--- src/rtl/irq_rollup_pkg.sv ---
package irq_rollup_pkg;

  localparam int ModCnt   = 4;               // number of datapath modules
  localparam int EvtCnt   = 4;               // sticky pulse events per module
  localparam int ByteW    = 8;               // processor data width
  localparam int AddrW    = 8;               // processor address width
  localparam int StatW    = EvtCnt + 1;      // sticky events plus monitor bit
  localparam int IdxW     = $clog2(ModCnt);

  localparam logic [AddrW-1:0] StatBase = 8'h24;
  localparam logic [AddrW-1:0] EnBase   = 8'h28;
  localparam logic [AddrW-1:0] PrimAddr = 8'h2C;

  typedef enum logic [1:0] {
    RD_NONE,
    RD_STAT,
    RD_EN,
    RD_PRIM
  } rdSrc_e;

  // strobes from address decode to the register bank
  typedef struct packed {
    logic [ModCnt-1:0] statWr;
    logic [ModCnt-1:0] enWr;
    rdSrc_e            rdSrc;
    logic [IdxW-1:0]   rdIdx;
  } regStrb_t;

endpackage

--- src/rtl/irq_rollup_ctrl.sv ---
module irq_rollup_ctrl
  import irq_rollup_pkg::*;
(
  input  logic [AddrW-1:0] addr,
  input  logic             wrEn,
  input  logic             rdEn,
  output regStrb_t         strb
);

  always_comb begin
    strb        = '0;
    strb.rdSrc  = RD_NONE;
    for (int m = 0; m < ModCnt; m++) begin
      if (addr == StatBase + AddrW'(m)) begin
        strb.statWr[m] = wrEn;
        if (rdEn) begin
          strb.rdSrc = RD_STAT;
          strb.rdIdx = IdxW'(m);
        end
      end
      if (addr == EnBase + AddrW'(m)) begin
        strb.enWr[m] = wrEn;
        if (rdEn) begin
          strb.rdSrc = RD_EN;
          strb.rdIdx = IdxW'(m);
        end
      end
    end
    // primary byte is read-only: no write strobe is ever generated for it
    if (rdEn && addr == PrimAddr) strb.rdSrc = RD_PRIM;
  end

endmodule

--- src/rtl/irq_rollup_regs.sv ---
module irq_rollup_regs
  import irq_rollup_pkg::*;
(
  input  logic                     clk,
  input  logic                     rstN,
  input  regStrb_t                 strb,
  input  logic [ByteW-1:0]         wrData,
  input  logic [ModCnt*EvtCnt-1:0] evtPulse,
  input  logic [ModCnt-1:0]        monReady,
  output logic [ByteW-1:0]         rdData,
  output logic                     irqOut
);

  logic [ModCnt-1:0][EvtCnt-1:0] stick;
  logic [ModCnt-1:0][StatW-1:0]  enReg;
  logic [ModCnt-1:0][StatW-1:0]  statView;
  logic [ModCnt-1:0]             primary;

  // sticky events: set beats write-one-to-clear
  always_ff @(posedge clk or negedge rstN) begin
    if (!rstN) begin
      stick <= '0;
      enReg <= '0;
    end else begin
      for (int m = 0; m < ModCnt; m++) begin
        stick[m] <= (stick[m] & ~(strb.statWr[m] ? wrData[EvtCnt-1:0] : '0))
                    | evtPulse[m*EvtCnt +: EvtCnt];
        if (strb.enWr[m]) enReg[m] <= wrData[StatW-1:0];
      end
    end
  end

  for (genvar m = 0; m < ModCnt; m++) begin : g_mod
    assign statView[m] = {monReady[m], stick[m]};
    assign primary[m]  = |(statView[m] & enReg[m]);

    for (genvar b = 0; b < EvtCnt; b++) begin : g_bit
      // a set bit holds unless a one is written to it
      a_r3_sticky_hold: assert property (@(posedge clk) disable iff (!rstN)
        (stick[m][b] && !(strb.statWr[m] && wrData[b])) |=> stick[m][b]);
      // an event always leaves the bit set, clear or not
      a_r4_event_wins: assert property (@(posedge clk) disable iff (!rstN)
        evtPulse[m*EvtCnt+b] |=> stick[m][b]);
      // a one written without a coincident event clears the bit
      a_r5_w1c_clears: assert property (@(posedge clk) disable iff (!rstN)
        (strb.statWr[m] && wrData[b] && !evtPulse[m*EvtCnt+b]) |=> !stick[m][b]);
    end

    // enable register captures the written low bits
    a_r7_enable_load: assert property (@(posedge clk) disable iff (!rstN)
      strb.enWr[m] |=> enReg[m] == $past(wrData[StatW-1:0]));
  end

  assign irqOut = |primary;

  // nothing enabled means no interrupt request
  a_r8_masked_quiet: assert property (@(posedge clk) disable iff (!rstN)
    (enReg == '0) |-> !irqOut);

  always_comb begin
    rdData = '0;
    unique case (strb.rdSrc)
      RD_STAT: rdData = ByteW'(statView[strb.rdIdx]);
      RD_EN:   rdData = ByteW'(enReg[strb.rdIdx]);
      RD_PRIM: rdData = ByteW'(primary);
      default: rdData = '0;
    endcase
  end

endmodule

--- src/rtl/irq_rollup.sv ---
module irq_rollup
  import irq_rollup_pkg::*;
(
  input  logic                     clk,
  input  logic                     rstN,
  input  logic [AddrW-1:0]         addr,
  input  logic [ByteW-1:0]         wrData,
  input  logic                     wrEn,
  input  logic                     rdEn,
  output logic [ByteW-1:0]         rdData,
  input  logic [ModCnt*EvtCnt-1:0] evtPulse,
  input  logic [ModCnt-1:0]        monReady,
  output logic                     irqOut
);

  regStrb_t strb;

  irq_rollup_ctrl i_ctrl (
    .addr (addr),
    .wrEn (wrEn),
    .rdEn (rdEn),
    .strb (strb)
  );

  irq_rollup_regs i_regs (
    .clk      (clk),
    .rstN     (rstN),
    .strb     (strb),
    .wrData   (wrData),
    .evtPulse (evtPulse),
    .monReady (monReady),
    .rdData   (rdData),
    .irqOut   (irqOut)
  );

endmodule

--- config.mk ---
export PLATFORM = sky130hd
export DESIGN_NAME = irq_rollup
export DESIGN_NICKNAME = d
export VERILOG_FILES = /design/src/rtl/irq_rollup_pkg.sv /design/src/rtl/irq_rollup_ctrl.sv /design/src/rtl/irq_rollup_regs.sv /design/src/rtl/irq_rollup.sv
export SDC_FILE = /design/constraint.sdc
export NUM_CORES = 1
export LEC_CHECK = 0
export BUFFER_PORTS_ARGS = -buffer_cell sky130_fd_sc_hd__buf_2
export CAP_MARGIN = 5
export CORE_ASPECT_RATIO = 1.2
export CORE_MARGIN = 2
export CORE_UTILIZATION = 53
export DETAILED_ROUTE_END_ITERATION = 8
export PLACE_DENSITY = 0.78
export SLEW_MARGIN = 5
export SYNTH_ARGS = -nofsm -noshare
export SYNTH_HDL_FRONTEND = slang
export SYNTH_SLANG_ARGS = --single-unit
--- constraint.sdc ---
create_clock -name clk -period 1.4 [get_ports clk]
set_input_delay 0.07 -clock clk [delete_from_list [all_inputs] [get_ports clk]]
set_output_delay 0.07 -clock clk [all_outputs]
set_load 0.02 [all_outputs]
==> out/metrics.yaml <==
path_delay_family: "simple AND/OR/NAND/NOR gates"
slew_violations: 0
drtAntennaViolNets: 0
avgSynthCellArea_sq_um: 10.84
synth_top_area_share_pct: 43.27
max_freq_mhz: 504.7
final_nets: 344
r2r_end: "i_regs.statView[16]$_DFF_PN0_"
maxCapViolations: 0
path_clk_slew_ns: 0.07
critPathRequiredTime_ns: 1.33
portBuffers: 42
ctsLongestPathBuffers: 2
vias_per_cell: 6.053
hold_violations: 0
cts_root_buffer: "clkbuf_8"
reg2reg_slack_ns: 0.47
wl_microns: 6846
hold_path_class: "in2reg"
synth_edf_count: 0
grt_usage_pct: 33.15
rsz0062_at_grt: "true"
start_kind: "flop"
synth_common_cells: "dfrtp_1, nand2_1, mux2_2"
design.core.area_sq_um: 3694
fill_cells: 223
drive_gt1_share_pct: 47.70
dp_hpwl_microns: 4537
ff2ff_path_depth: 3
yosysTopAreaCell: "dfrtp_1"
setup_viol: 6
async_flop_share_pct: 100.0
end_kind: "primary output"
worstHoldStart: "wrData[4]"
cts_buffers: 5
layout_setup_ws_ns: -0.5814
fin_worst_skew_ns: 0
status: "finished, violations left"
finalCritPeriodShare_pct: 141.5
period_needed_ns: 1.981
final_cells: 356
cts_max_level: 2
synth_cells: 192
path_cells: "a222oi_1, nand2_1, or4_4, buf_6"
overflow: 0
multi_input_area_sq_um: 1167
antenna_found_initial: 0
gp_congestion: 0.9404
area_delta_synth_final_pct: 46.21
dieWidth_microns: 61.22
remaining_drc_errors: 0
violations: "negative setup slack"
vias: 2155
io_pins: 49
crit_path_top_delay_cell: "or4_4"
ir_drop_mv: 0.8210
rows: 24
cts_tree: "yes"
path_buf_inv: 1
whs_ns: 0.06519
fp.dieH_microns: 72.66
die_area_sq_um: 4448
initial_core_util_pct: 56.37
avgRoutedWirePerCell_microns: 19.23
worstReg2RegStart: "i_regs.statView[16]$_DFF_PN0_"
ys_seq_area_share_pct: 43.27
synth.most_common_cell: "dfrtp_1"
min_path_cells: 2
num_antenna_cells: 0
dr.pass1.iters: 7
post_synth_instance_area_sq_um: 2082
slowest_delay_ns: 0.46
grt_pass1_vias: 2230
synth.area.top_cells: "dfrtp_1, mux2_2, a21o_1"
hold-path-endpoint: "i_regs.enReg[14]$_DFFE_PN0P_"
leakagePower_nw: 1.386
ys_seq_elements: 36
ys.flop_type: "dfrtp_1"
fin_setup_tns_ns: -2.384
crit_type: "reg2out"
cts.sinks: 36
grt_start_max_net_pins: 37
cp.depth: 4
drt-initial-drc-count: 198
ys.warnings.count: 0
grt_pass1_wl_microns: 10660
synth_cell_types: 45
dpl.cell_count: 327
critical_path_arrival_ns: 1.91
power_density_nw_per_um2: 759.5
clk-insertion-delay-late_ns: 0.28
seq_area_sq_um: 900.9
cp_max_fo: 2
worst max-delay path by stage:
stage	start	to	slack (ns)
2_1_floorplan	i_regs.enReg[2]$_DFFE_PN0P_	irqOut	-0.02
3_3_place_gp	i_regs.enReg[2]$_DFFE_PN0P_	irqOut	-0.22
3_5_place_dp	i_regs.enReg[7]$_DFFE_PN0P_	irqOut	-0.26
4_1_cts	i_regs.statView[2]$_DFF_PN0_	irqOut	-0.51
5_1_grt	i_regs.enReg[7]$_DFFE_PN0P_	irqOut	-0.63
6_report	i_regs.enReg[7]$_DFFE_PN0P_	irqOut	-0.58
sequential cells by signal, indices dropped and copies added (netlist names):
name,count
i_regs.enReg,20
i_regs.statView,16
kinds of logic (layout without fill, tap and decap cells):
logic type / Yosys count / in the layout / share of synthesized area [%]
simple gates: 66 / 66 / 20.85
flops: 36 / 36 / 43.27
mux: 27 / 27 / 14.90
other cells: 1 / 3 / 0.1801
xor+xnor: 1 / 1 / 0.4207
buf+inv: 12 / 122 / 3.185
compound gates: 49 / 49 / 17.19
where the power goes:
group / internal (mW) / switching [mW] / total (mW) / leakage, nW
Combinational: 0.271 / 0.261 / 0.531 / 0.929
Sequential: 1.07 / 0.0202 / 1.09 / 0.416
Clock: 0.338 / 0.354 / 0.692 / 0.0410
Total: 1.68 / 0.636 / 2.31 / 1.39
stage by stage:
stage	util, %	setup slack [ns]	power (mW)	instance area [sq um]
4_1_cts	80.89	-0.5061	2.268	2988
3_3_place_gp	72.83	-0.2203	1.507	2690
6_report	82.42	-0.5814	2.312	3044
2_1_floorplan	-	-0.02232	1.304	2097
3_5_place_dp	72.83	-0.2625	1.520	2690
5_1_grt	82.42	-0.6289	2.405	3044
cells in the final DEF, fill, tap and decap left out, types with 2 or more instances in the layout:
cell type	Yosys	layout
nand3_1	4	4
a21boi_0	4	4
nor2b_1	2	2
nor4_2	3	3
clkbuf_8	0	5
o21ai_0	4	4
dfrtp_1	36	36
and3_1	6	5
buf_4	3	52
a21o_1	16	16
inv_1	3	3
buf_2	2	37
o211ai_1	5	5
mux2_2	20	20
and4_1	2	2
a31oi_1	3	3
nand2_1	23	21
a22oi_2	0	2
a22oi_1	6	4
conb_1	1	3
dlygate4sd3_1	0	17
nor2_1	5	3
nand4_1	4	4
buf_6	1	5
nor3_1	3	3
mux2i_1	4	3
a21oi_1	4	4
nand2_2	1	3
a222oi_1	4	4
what timing repair did:
action / 4_1_cts / 5_1_grt
resized for setup: 8 / 12
hold endpoints to repair: 52 / 0
endpoints found under the setup margin: 5 / 6
hold buffers: 17 / 0
pin swaps: 9 / 8
buffers inserted: 3 / 2
final cells by class:
cell class | count | share of cell area (%)
clock inverter | 1 | 0.1644
multi-input combinational | 146 | 38.35
clock buffer | 6 | 2.384
tap | 52 | 2.137
sequential | 36 | 29.59
timing repair buffer | 112 | 27.00
inverter | 3 | 0.3699
routing by layer:
metal  track usage (%)  vias up  part of all wire (%)
met1             40.42     1034                    37
met3             7.092       24                   9.1
met5                 0        -                     0
li1                  -      956                     -
met4             14.01        0                   3.5
met2             55.56      141                    50
Power figures use the tool's default switching activity.
